<file path="config.mk">
export PLATFORM = sky130hd
export DESIGN_NAME = array_dump_ctrl
export DESIGN_NICKNAME = d
export VERILOG_FILES = /design/src/rtl/afd_pkg.sv /design/src/rtl/afd_ram.sv /design/src/rtl/afd_dump_seq.sv /design/src/rtl/afd_cmp.sv /design/src/rtl/array_dump_ctrl.sv
export SDC_FILE = /design/constraint.sdc
export NUM_CORES = 1
export LEC_CHECK = 0
export BUFFER_PORTS_ARGS = -buffer_cell sky130_fd_sc_hd__buf_2
export CAP_MARGIN = 15
export CORE_MARGIN = 2
export CORE_UTILIZATION = 50
export DETAILED_ROUTE_END_ITERATION = 8
export GPL_TIMING_DRIVEN = 0
export MAX_ROUTING_LAYER = met4
export PLACE_DENSITY = 0.74
export SKIP_LAST_GASP = 1
export SLEW_MARGIN = 15
export SYNTH_ARGS = -nofsm -noshare
export SYNTH_HDL_FRONTEND = slang
export SYNTH_HIERARCHICAL = 1
export SYNTH_SLANG_ARGS = --single-unit
export TNS_END_PERCENT = 10
</file>
<file path="constraint.sdc">
create_clock -name clk_i -period 2.85 [get_ports clk_i]
set_input_delay 0.285 -clock clk_i [delete_from_list [all_inputs] [get_ports clk_i]]
set_output_delay 0.285 -clock clk_i [all_outputs]
set_load 0.03 [all_outputs]
</file>
<file path="src/rtl/afd_pkg.sv">
package afd_pkg;
  typedef enum logic [1:0] {
    DS_IDLE,
    DS_READ,
    DS_SHIFT
  } dump_st_e;
endpackage

</file>
<file path="src/rtl/afd_ram.sv">
module afd_ram #(
  parameter int DATA_W = 8,
  parameter int DEPTH  = 16,
  localparam int AW    = $clog2(DEPTH)
) (
  input  logic              clk_i,
  input  logic              we_i,
  input  logic              re_i,
  input  logic [AW-1:0]     addr_i,
  input  logic [DATA_W-1:0] wdata_i,
  output logic [DATA_W-1:0] rdata_o
);
  logic [DATA_W-1:0] mem_q [DEPTH];
  logic [DATA_W-1:0] rdata_q;

  // read-before-write; rdata only moves on a read
  always_ff @(posedge clk_i) begin
    if (we_i) mem_q[addr_i] <= wdata_i;
    if (re_i) rdata_q <= mem_q[addr_i];
  end

  assign rdata_o = rdata_q;
endmodule

</file>
<file path="src/rtl/afd_dump_seq.sv">
module afd_dump_seq
  import afd_pkg::*;
#(
  parameter int DATA_W = 8,
  parameter int LANE_W = 2,
  parameter int DEPTH  = 16,
  localparam int AW    = $clog2(DEPTH),
  localparam int BEATS = DATA_W / LANE_W,
  localparam int BW    = (BEATS > 1) ? $clog2(BEATS) : 1
) (
  input  logic              clk_i,
  input  logic              rst_ni,
  input  logic              start_i,
  input  logic              clear_done_i,
  input  logic [DATA_W-1:0] rdata_i,
  output logic              busy_o,
  output logic              rd_o,
  output logic [AW-1:0]     addr_o,
  output logic [LANE_W-1:0] lane_o,
  output logic              valid_o,
  output logic              done_o
);
  dump_st_e        state_q;
  logic [AW-1:0]   addr_q;
  logic [BW-1:0]   beat_q;
  logic            done_q;
  logic            last_beat;
  logic [LANE_W-1:0] lanes [BEATS];

  for (genvar g = 0; g < BEATS; g++) begin : g_lane
    assign lanes[g] = rdata_i[g*LANE_W +: LANE_W];
  end

  assign last_beat = (beat_q == BW'(BEATS - 1));

  always_ff @(posedge clk_i or negedge rst_ni) begin
    if (!rst_ni) begin
      state_q <= DS_IDLE;
      addr_q  <= '0;
      beat_q  <= '0;
      done_q  <= 1'b0;
    end else begin
      unique case (state_q)
        DS_IDLE: begin
          if (start_i) begin
            state_q <= DS_READ;
            addr_q  <= '0;
            beat_q  <= '0;
            done_q  <= 1'b0;
          end else if (clear_done_i) begin
            done_q <= 1'b0;
          end
        end
        DS_READ: begin
          state_q <= DS_SHIFT;
          beat_q  <= '0;
        end
        DS_SHIFT: begin
          if (last_beat) begin
            if (addr_q == AW'(DEPTH - 1)) begin
              state_q <= DS_IDLE;
              done_q  <= 1'b1;
            end else begin
              addr_q  <= addr_q + 1'b1;
              state_q <= DS_READ;
            end
          end else begin
            beat_q <= beat_q + 1'b1;
          end
        end
        default: state_q <= DS_IDLE;
      endcase
    end
  end

  assign busy_o  = (state_q != DS_IDLE);
  assign rd_o    = (state_q == DS_READ);
  assign valid_o = (state_q == DS_SHIFT);
  assign addr_o  = addr_q;
  assign lane_o  = lanes[beat_q];
  assign done_o  = done_q;

  AST_ADDR_STEP: assert property (@(posedge clk_i) disable iff (!rst_ni)
    (state_q == DS_READ && $past(state_q) == DS_SHIFT) |-> addr_q == $past(addr_q) + 1'b1);
  AST_READ_BEFORE_BEATS: assert property (@(posedge clk_i) disable iff (!rst_ni)
    (valid_o && !$past(valid_o)) |-> $past(rd_o));
endmodule

</file>
<file path="src/rtl/afd_cmp.sv">
module afd_cmp #(
  parameter int LANE_W = 2,
  parameter int AW     = 4
) (
  input  logic              clk_i,
  input  logic              rst_ni,
  input  logic              beat_i,
  input  logic [LANE_W-1:0] lane_i,
  input  logic [LANE_W-1:0] exp_i,
  input  logic [AW-1:0]     addr_i,
  output logic              miss_o,
  output logic              fail_o,
  output logic [AW-1:0]     fail_addr_o
);
  logic          fail_q;
  logic [AW-1:0] fail_addr_q;

  assign miss_o = beat_i && (lane_i != exp_i);

  always_ff @(posedge clk_i or negedge rst_ni) begin
    if (!rst_ni) begin
      fail_q      <= 1'b0;
      fail_addr_q <= '0;
    end else if (miss_o && !fail_q) begin
      fail_q      <= 1'b1;
      fail_addr_q <= addr_i;
    end
  end

  assign fail_o      = fail_q;
  assign fail_addr_o = fail_addr_q;

  AST_FAIL_STICKY: assert property (@(posedge clk_i) disable iff (!rst_ni)
    fail_q |=> (fail_q && $stable(fail_addr_q)));
endmodule

</file>
<file path="src/rtl/array_dump_ctrl.sv">
module array_dump_ctrl #(
  parameter int DATA_W = 8,
  parameter int LANE_W = 2,
  parameter int DEPTH  = 16,
  localparam int AW    = $clog2(DEPTH)
) (
  input  logic              clk_i,
  input  logic              rst_ni,
  input  logic              fn_we_i,
  input  logic              fn_re_i,
  input  logic [AW-1:0]     fn_addr_i,
  input  logic [DATA_W-1:0] fn_wdata_i,
  output logic [DATA_W-1:0] fn_rdata_o,
  output logic              fn_rvalid_o,
  input  logic              freeze_i,
  input  logic              unfreeze_i,
  input  logic              dump_start_i,
  input  logic              cmp_en_i,
  input  logic [LANE_W-1:0] exp_lane_i,
  output logic              frozen_o,
  output logic [LANE_W-1:0] dump_lane_o,
  output logic              dump_valid_o,
  output logic              dump_mismatch_o,
  output logic              dump_done_o,
  output logic              fail_o,
  output logic [AW-1:0]     fail_addr_o
);
  logic              frozen_q;
  logic              rvalid_q;
  logic              seq_busy, seq_rd, seq_done;
  logic [AW-1:0]     seq_addr;
  logic              release_ok;
  logic              ram_we, ram_re;
  logic [AW-1:0]     ram_addr;
  logic [DATA_W-1:0] ram_rdata;

  // freeze wins over a simultaneous release
  assign release_ok = unfreeze_i && seq_done && !freeze_i;

  always_ff @(posedge clk_i or negedge rst_ni) begin
    if (!rst_ni) begin
      frozen_q <= 1'b0;
      rvalid_q <= 1'b0;
    end else begin
      if (freeze_i)        frozen_q <= 1'b1;
      else if (release_ok) frozen_q <= 1'b0;
      rvalid_q <= fn_re_i && !seq_busy;
    end
  end

  // same-cycle freeze already blocks the write
  assign ram_we   = fn_we_i && !freeze_i && !frozen_q;
  assign ram_re   = seq_busy ? seq_rd : fn_re_i;
  assign ram_addr = seq_busy ? seq_addr : fn_addr_i;

  afd_ram #(.DATA_W(DATA_W), .DEPTH(DEPTH)) u_ram (
    .clk_i   (clk_i),
    .we_i    (ram_we),
    .re_i    (ram_re),
    .addr_i  (ram_addr),
    .wdata_i (fn_wdata_i),
    .rdata_o (ram_rdata)
  );

  afd_dump_seq #(.DATA_W(DATA_W), .LANE_W(LANE_W), .DEPTH(DEPTH)) u_seq (
    .clk_i        (clk_i),
    .rst_ni       (rst_ni),
    .start_i      (dump_start_i && frozen_q),
    .clear_done_i (release_ok),
    .rdata_i      (ram_rdata),
    .busy_o       (seq_busy),
    .rd_o         (seq_rd),
    .addr_o       (seq_addr),
    .lane_o       (dump_lane_o),
    .valid_o      (dump_valid_o),
    .done_o       (seq_done)
  );

  afd_cmp #(.LANE_W(LANE_W), .AW(AW)) u_cmp (
    .clk_i       (clk_i),
    .rst_ni      (rst_ni),
    .beat_i      (dump_valid_o && cmp_en_i),
    .lane_i      (dump_lane_o),
    .exp_i       (exp_lane_i),
    .addr_i      (seq_addr),
    .miss_o      (dump_mismatch_o),
    .fail_o      (fail_o),
    .fail_addr_o (fail_addr_o)
  );

  assign fn_rdata_o  = ram_rdata;
  assign fn_rvalid_o = rvalid_q;
  assign frozen_o    = frozen_q;
  assign dump_done_o = seq_done;

  AST_VALID_FROZEN: assert property (@(posedge clk_i) disable iff (!rst_ni)
    dump_valid_o |-> frozen_q);
  AST_NO_WR_IN_DUMP: assert property (@(posedge clk_i) disable iff (!rst_ni)
    ram_we |-> !seq_busy);
  AST_DONE_FROZEN: assert property (@(posedge clk_i) disable iff (!rst_ni)
    seq_done |-> frozen_q);
  AST_RELEASE_GATED: assert property (@(posedge clk_i) disable iff (!rst_ni)
    ($past(frozen_q) && !frozen_q) |-> $past(seq_done));
endmodule

</file>
**Word-level counts from Yosys, hierarchy flattened**

Memories as Yosys holds them, arrays and structs flattened. A register that Yosys moved wholly into a read port is not among the register bits.
Cells that the tools add are included.

- Word-level logic and storage cells: 70
- Memory bits (writable): 128
- Memories: 1
- Bits in registers: 16
- Output and inout bits: 20

- Bitwise operators: 1
- Add/subtract/negate cells: 2
- Equal/unequal tests: 11
- Muxes and demuxes: 24
- $lt $le $gt $ge: 1
- Reductions and logical operators: 22

Memories:

| name | depth | bits a word | read ports | clocked after memory_dff | wr ports | line | source |
|---|---|---|---|---|---|---|---|
| u_ram.mem_q | 16 | 8 | 1 | 1 | 1 | afd_ram.sv:13 | `logic [DATA_W-1:0] mem_q [DEPTH];` |

Operators with widths:

| cell | count |
|---|---|
| $mux 4 | 4 |
| $mux 2 | 6 |
| $pmux 2 s3 | 2 |
| $logic_and 1x1->1 | 9 |
| $mux 1 | 9 |
| $pmux 4 s2 | 1 |
| $reduce_and 4->1 | 2 |
| $ne 2x1->1 const B | 3 |
| $reduce_bool 2->1 | 3 |
| $add 4x1->4 const B | 1 |
| $bmux 2 s2 | 1 |
| $eq 2x2->1 const B | 2 |
| $eq 4x4->1 const B | 1 |
| $logic_not 1->1 | 4 |
| $ne 2x2->1 const B | 2 |
| $ge 3x3->1 const B | 1 |
| $ne 3x2->1 const B | 1 |
| $not 2->3 | 1 |
| $reduce_and 3->1 | 1 |
| $reduce_bool 3->1 | 1 |
| $add 2x1->2 const B | 1 |
| $eq 2x1->1 const B | 1 |
| $logic_not 2->1 | 1 |
| $ne 2x2->1 | 1 |
| other kinds (2) | 2 |

**Longest topological paths before layout**

Gate-level depths: netlist of the first run.

- Depth in word-level cells: 7
- Depth in mapped cells: 8
- Depth with buffers taken out: 5

**Hierarchy**

Netlist of the first run, hierarchy kept.

Modules (own cells, without submodules):

| module | area an instance (um^2) | seq. area each (um^2) | instances | cells an instance |
|---|---|---|---|---|
| afd_ram | 5147.4 | 4083.9 | 1 | 230 |
| afd_dump_seq | 551.8 | 225.2 | 1 | 51 |
| afd_cmp | 224.0 | 125.1 | 1 | 15 |
| array_dump_ctrl | 143.9 | 50.0 | 1 | 14 |

**Worst setup path before layout of the first run**

Ideal clock, no wire load.

- Kind: register to register
- From: register u_seq.state_q[1]
- To: memory u_ram.mem_q[0][0] (enable)
- Setup slack: 0.117 ns
- Period minus slack after synthesis: 2.733 ns
- Data arrival time: 2.349 ns
- Buffers on the path: 1
- Stages on the path, launching flop included: 6
- Required time: 2.467 ns
- Cell sequence: dfrtp_1 > buf_4 > or2_2 > mux2_2 > or3b_2 > nor3_1

- Cells in the longest elaborated chain, start to end: 2

RTL lines:

| item | line | source |
|---|---|---|
| from (decl) | afd_dump_seq.sv:23 | `dump_st_e state_q;` |
| from (signal assigned) | afd_dump_seq.sv:38 | `state_q <= DS_IDLE;` |
| from (signal assigned) | afd_dump_seq.sv:46 | `state_q <= DS_READ;` |
| from (signal assigned) | afd_dump_seq.sv:55 | `state_q <= DS_SHIFT;` |
| $reduce_bool 2->1 | afd_dump_seq.sv:76 | `assign busy_o = (state_q != DS_IDLE);` |
| net seq_busy | array_dump_ctrl.sv:30 | `logic seq_busy, seq_rd, seq_done;` |
| $mux 4 | array_dump_ctrl.sv:54 | `assign ram_addr = seq_busy ? seq_addr : fn_addr_i;` |
| net ram_addr[2] | array_dump_ctrl.sv:34 | `logic [AW-1:0] ram_addr;` |
| to (decl) | afd_ram.sv:13 |  |

The timed path passes the listed nets, and every way through them passes these cells.

**Worst setup path in the final report of the first run**

- From: register u_seq.state_q[0]
- To: memory u_ram.mem_q[1][0] (enable)

The elaborated chain is that of the path after synthesis.

==> results of run 1 <==
-- stage by stage --
step / setup WS (ns) / instances / total power (W) / area (sq um)
finish: 0.0662 / 532 / 0.00667 / 7170
global route: -0.0502 / 532 / 0.00695 / 7170
CTS: -0.0872 / 531 / 0.00668 / 7090
floorplan: 0.117 / 310 / 0.00404 / 6070
global placement: -0.392 / 498 / 0.00448 / 6460
detailed placement: -0.446 / 499 / 0.00452 / 6460
-- power by group --
| group | internal (W) | total [W] | switching, W | leakage, nW |
|---|---|---|---|---|
| logic | 0.000786 | 0.00187 | 0.00109 | 0.706 |
| registers | 0.00258 | 0.00267 | 0.0000835 | 1.43 |
| clock network | 0.00128 | 0.00213 | 0.000853 | 0.267 |
-- area by class of cell --
type / instances / area share
Buffer: 13 / 0.0129
Clock buffer: 19 / 0.0604
Clock inverter: 12 / 0.0178
Inverter: 4 / 0.00209
Multi-Input combinational cell: 141 / 0.222
Sequential cell: 152 / 0.625
Tap cell: 147 / 0.0256
Timing Repair Buffer: 44 / 0.0338
-- flip-flops by register name (all words and copies together), names as in the netlist --
| signal | cells |
|---|---|
| fn_rvalid_o | 1 |
| frozen_o | 1 |
| u_cmp/fail_addr_o | 4 |
| u_cmp/fail_o | 1 |
| u_ram/mem_q | 128 |
| u_ram/rdata_o | 8 |
| u_seq/addr_o | 4 |
| u_seq/beat_q | 2 |
| u_seq/done_o | 1 |
| u_seq/state_q | 2 |
-- critical path, stage by stage, from the launching register on --
cell,delay (ns)
dfrtp_1,0.40
buf_2,0.20
or2_4,0.30
mux2_2,0.32
buf_2,0.22
buf_2,0.24
nand2b_1,0.27
nor2_2,0.47
-- placed cells by master (no fill, tap or decap), types with 5 or more instances in the layout --
cell type	n
a22oi_1	15
clkbuf_16	17
mux4_2	34
dfrtp_1	16
mux2_2	8
nand3_1	5
edfxtp_1	136
nor2_4	8
nand2_1	12
buf_2	45
-- logic make-up after synthesis --
group                      synth area share
DFF                                   0.739
and+or+nand+nor                      0.0524
muxes                                 0.147
AOI/OAI and AO/OA                    0.0404
buffers and inverters                0.0144
xor gates and xnor gates            0.00289
adders and majority gates           0.00412
-- final timing paths --
kind                                               from                          end  slack (ns)  cells past startpoint
min reg2reg                    u_cmp/fail_o$_DFFE_PN0P_     u_cmp/fail_o$_DFFE_PN0P_        0.50                      1
min                                            freeze_i         frozen_o$_DFFE_PN0P_        0.08                      2
max                        u_seq/state_q[0]$_DFFE_PN0P_  u_ram/mem_q[1][0]$_DFFE_PP_        0.07                      7
max reg2reg                u_seq/state_q[0]$_DFFE_PN0P_  u_ram/mem_q[1][0]$_DFFE_PP_        0.07                      7
max in group asynchronous                        rst_ni  u_seq/addr_o[3]$_DFFE_PN0P_        2.28                      2
min in group asynchronous                        rst_ni  u_seq/beat_q[0]$_DFFE_PN0P_        0.30                      2
-- timing repair --
action | CTS | global route
resized for setup | 19 | 16
pin swaps | 0 | 2
setup endpoints to repair | 132 | 132
hold endpoints to repair | 16 | 0
setup buffers | 0 | 1
hold buffers | 1 | 0
-- metal layers --
| layer | track usage | wire, um |
|---|---|---|
| met4 | 0.0659 | 135 |
| met5 | - | 0 |
| met1 | 0.259 | 4950 |
| met3 | 0.0699 | 988 |
| met2 | 0.316 | 6040 |
==> flow_metrics.py, run 1 <==
metrics = {
    "synthesis": {
        "synthTopCellsByCount": "edfxtp_1 (136), mux4_2 (34), a22oi_1 (16), dfrtp_1 (16), nor2_1 (15)",
        "synth_top_cell_area_share": 0.673,
        "yosys-top-cells-area": "edfxtp_1 (67%), mux4_2 (13%), dfrtp_1 (6.6%)",
        "synth.avg_cell_area_sq_um": 19.6,
        "synthFlopType": "edfxtp_1",
        "async_flop_share": 0.105,
        "yosysTopAreaCell": "edfxtp_1",
        "synth_most_common_cell": "edfxtp_1",
        "ys_warn_count": 6,
        "synth_nets": 334,
        "synth_seq_cells": 152,
        "ys_seq_area_frac": 0.739,
        "synth_cell_types": 43,
        "synth_cells": 310,
        "netlist_area_sq_um": 6070,
        "synth-edff-count": 136,
    },
    "floorplan": {
        "die_y_um": 114,
        "die_x_um": 114,
        "ios": 42,
        "start_util": 0.509,
        "dieArea_sq_um": 13000,
        "design.core.area_sq_um": 11900,
        "rows": 40,
    },
    "pwr": {
        "p_leak_nw": 2.41,
        "powerDensity_nw_per_um2": 931,
        "vdd_ir_drop_max_mv": 0.461,
    },
    "global_route": {
        "grt_pass1_wl_um": 18000,
        "grt_max_degree": 17,
        "antenna_found_initial": 0,
        "grt_pass1_vias": 3131,
        "globalRouteOverflowTotal": 0,
        "track_usage": 0.205,
    },
    "min_path": {
        "hp-class": "in -> reg",
    },
    "status": {
        "outcome": "completed",
    },
    "layout": {
        "multiInputGateArea_sq_um": 1590,
        "final_util": 0.602,
        "n_fill_cell": 843,
        "fin_nets": 397,
        "antennaDiodeCount": 0,
        "drive_above_1_share": 0.387,
        "ff_latch_area_sq_um": 4480,
        "syn2layout_area_growth_pct": 18.2,
    },
    "sta": {
        "fin_skew_ns": 0.00684,
        "rsz0062_at_grt": "true",
        "worstMarginPinSlew_ns": 0.747,
        "hold_viol_final": 0,
        "fin_crit_ns": 2.78,
        "fmax_ghz": 0.359,
        "slew_viol_final": 0,
        "fin_crit_sh": 0.977,
        "maxSlewHeadroom": 0.500,
        "hold_ws_ns": 0.0768,
        "setup_viol": 0,
        "setup-tns-final_ns": 0,
    },
    "critical_path": {
        "cp-start-kind": "register",
        "cp.arrival_ns": 2.85,
        "path_class": "reg -> reg",
        "cp_max_fo": 10,
        "cp.required_ns": 2.91,
        "endpoint_kind": "register",
    },
    "cts": {
        "cts-root-buf": "clkbuf_16",
        "cts_tree": "done",
        "clock_sinks": 152,
        "clockBufferDepth": 2,
        "cts_max_level": 4,
        "worstSkewPairLatency_ns": 0.42,
        "clkTransAtPathRegs_ns": 0.06,
        "cts_made_buffers": 17,
    },
    "routing": {
        "drt_iter0_markers": 321,
        "drt_pre_antenna_iters": 4,
        "drc": 0,
        "ant_nets": 0,
        "vias": 3179,
        "wire_per_inst_um": 22.8,
        "avgViaCountPerCell": 5.98,
        "wl_um": 12100,
    },
    "placed_design": {
        "portBuffers": 41,
        "gp_congestion": 0.791,
        "dp_hpwl_um": 7910,
    },
    "run": {
        "drv_cap": 0,
    },
}
(Power assumes the default switching activity.)
==> inputs of run 2 (changes only) <==
- PLACE_DENSITY: 0.74 -> 0.71
- clock period: 2.85 -> 3 ns (I/O delays scaled with it)
==> run 2 against run 1 <==
Net effect: the flow now finishes with violations (setup timing); register-to-register slack got worse by 0.07 ns; hold slack improved by 0.022 ns; critical endpoint is now u_ram/rdata_o[5]$_DFFE_PP_; cell count unchanged; non-clock buffer count decreased by 1; flip-flop and latch count unchanged; highest routed layer unchanged; clock power increased by 4%; largest cell class unchanged; first-iteration DRC count increased by 24%; worst setup slack got worse by 0.068 ns.
==> flow_metrics.py, run 2 (synthesis gave the netlist of run 1 again) <==
metrics = {
    "status": {
        "outcome": "finished with violations",
        "violations": "setup timing",
    },
    "pwr": {
        "switching_power_w": 0.00192,
        "intPower_w": 0.00457,
        "pwr-share-comb": 0.268,
        "powerDensity_nw_per_um2": 907,
        "p_leak_nw": 2.40,
        "power_w": 0.00649,
        "netSwitchingFraction": 0.296,
        "p_seq_frac": 0.390,
        "clkPwrFrac": 0.341,
        "vdd_ir_drop_max_mv": 0.722,
    },
    "min_path": {
        "holdPathEnd": "frozen_o$_DFFE_PN0P_",
        "whs_path_depth": 2,
        "hp-class": "in -> reg",
        "hold_path_startpoint": "freeze_i",
    },
    "sta": {
        "fin_crit_sh": 1.00,
        "fin_crit_ns": 3.00,
        "setup-tns-final_ns": -0.00217,
        "rsz0062_at_grt": "true",
        "fin_ws_ns": -0.00217,
        "maxSlewHeadroom": 0.512,
        "fmax_ghz": 0.333,
        "fin_skew_ns": 0.00948,
        "slew_viol_final": 0,
        "setup_viol": 1,
        "hold_viol_final": 0,
        "worstMarginPinSlew_ns": 0.731,
    },
    "layout": {
        "drive_above_1_share": 0.382,
        "fin_nets": 396,
        "final_cell_mix": "edfxtp_1 (136), buf_2 (44), mux4_2 (34), clkbuf_16 (17)",
        "regMostFlops": "u_ram/mem_q",
        "antennaDiodeCount": 0,
        "final_common_cell": "edfxtp_1",
        "final_util": 0.600,
        "n_fill_cell": 869,
        "final_area_sq_um": 7150,
        "syn2layout_area_growth_pct": 17.9,
        "largest_reg_flops": 128,
    },
    "placed_design": {
        "pre_cts_ws_ns": -0.309,
        "gp_congestion": 0.778,
        "place_area_sq_um": 6460,
        "portBuffers": 41,
        "dp_hpwl_um": 7670,
    },
    "routing": {
        "ant_nets": 0,
        "avgViaCountPerCell": 5.84,
        "drt_iter0_markers": 399,
        "wl_um": 11800,
        "drc": 0,
        "vias": 3106,
        "wire_per_inst_um": 22.2,
        "drt_pre_antenna_iters": 6,
    },
    "critical_path": {
        "worstRegToRegCells": 8,
        "rr_startpoint": "u_seq/state_q[0]$_DFFE_PN0P_",
        "cp.required_ns": 3.14,
        "r2r-end": "u_ram/rdata_o[5]$_DFFE_PP_",
        "path_class": "reg -> reg",
        "endpoint_kind": "register",
        "r2r_slack_ns": -0.002,
        "cp_max_fo": 10,
        "cp-start-kind": "register",
        "cp.arrival_ns": 3.14,
    },
    "cts": {
        "cts_tree": "done",
        "clkTransAtPathRegs_ns": 0.06,
        "worstSkewPairLatency_ns": 0.42,
        "post_cts_buffers": 0,
        "cts_max_level": 4,
        "clockBufferDepth": 2,
        "clock_sinks": 152,
        "cts-root-buf": "clkbuf_16",
        "cts_made_buffers": 17,
    },
    "floorplan": {
        "rows": 40,
        "start_util": 0.509,
        "die_y_um": 114,
        "ios": 42,
        "design.core.area_sq_um": 11900,
        "die_x_um": 114,
        "dieArea_sq_um": 13000,
    },
    "global_route": {
        "grt_max_degree": 17,
        "grt_pass1_vias": 3143,
        "grt_pass1_wl_um": 18200,
        "track_usage": 0.205,
        "globalRouteOverflowTotal": 0,
        "antenna_found_initial": 0,
    },
    "run": {
        "drv_cap": 0,
    },
}
## run 2: timing repair
item | in CTS | in global routing
resized for setup | 0 | 15
hold buffers | 1 | 0
setup endpoints to repair | 131 | 134
endpoints found under the hold margin | 16 | 0
## run 2: area by class of cell
class                           instances  area [sq um]  share of cell area
Sequential cell                       152          4480               0.627
Clock inverter                         14           196              0.0275
Buffer                                 13          75.1              0.0105
Inverter                                4          15.0             0.00210
Multi-Input combinational cell        141          1550               0.216
Timing Repair Buffer                   43           223              0.0311
Tap cell                              147           184              0.0257
Clock buffer                           18           429              0.0600
## run 2: per-layer routing
metal | up-vias | GRT usage | share of wire
met2 | 135 | 0.312 | 0.50
met5 | - | - | 0
li1 | 1388 | - | -
met3 | 10 | 0.0572 | 0.078
met4 | 0 | 0.0740 | 0.012
met1 | 1573 | 0.269 | 0.41
## run 2: worst max-delay path: stages (launching register included)
cell      delay (ns)
dfrtp_1         0.40
buf_2           0.20
or2_2           0.39
mux2_2          0.30
buf_2           0.27
clkbuf_2        0.34
mux4_2          0.37
a22oi_1         0.33
nand2_1         0.12
## run 2: worst max-delay path by stage
| stage | from | slack (ns) | cells after the start | end |
|---|---|---|---|---|
| 4_1_cts | u_seq/state_q[0]$_DFFE_PN0P_ | -0.32 | 6 | u_ram/mem_q[4][1]$_DFFE_PP_ |
| 2_1_floorplan | u_seq/state_q[1]$_DFFE_PN0P_ | 0.27 | 5 | u_ram/mem_q[0][0]$_DFFE_PP_ |
| 5_1_grt | u_seq/state_q[0]$_DFFE_PN0P_ | -0.10 | 7 | u_ram/mem_q[2][1]$_DFFE_PP_ |
| 3_5_place_dp | u_seq/state_q[0]$_DFFE_PN0P_ | -0.31 | 7 | u_ram/mem_q[14][4]$_DFFE_PP_ |
| 6_report | u_seq/state_q[0]$_DFFE_PN0P_ | -0.002 | 8 | u_ram/rdata_o[5]$_DFFE_PP_ |
| 3_3_place_gp | u_seq/state_q[0]$_DFFE_PN0P_ | -0.27 | 6 | u_ram/mem_q[0][7]$_DFFE_PP_ |
## run 2: per-stage QoR
step                std cells  hold WS (ns)
floorplan                 310       0.00441
global placement          498         0.227
CTS                       532        0.0875
detailed placement        499         0.233
global route              532         0.103
finish                    532        0.0989
## run 2: power by group through the flow
stage / clock network [W] / logic (W) / registers (W)
after global placement: 0 / 0.00169 / 0.00257
after floorplan: 0 / 0.00110 / 0.00273
final: 0.00221 / 0.00174 / 0.00253
after detailed placement: 0 / 0.00171 / 0.00258
after CTS: 0.00225 / 0.00173 / 0.00254
after global routing: 0.00234 / 0.00186 / 0.00255
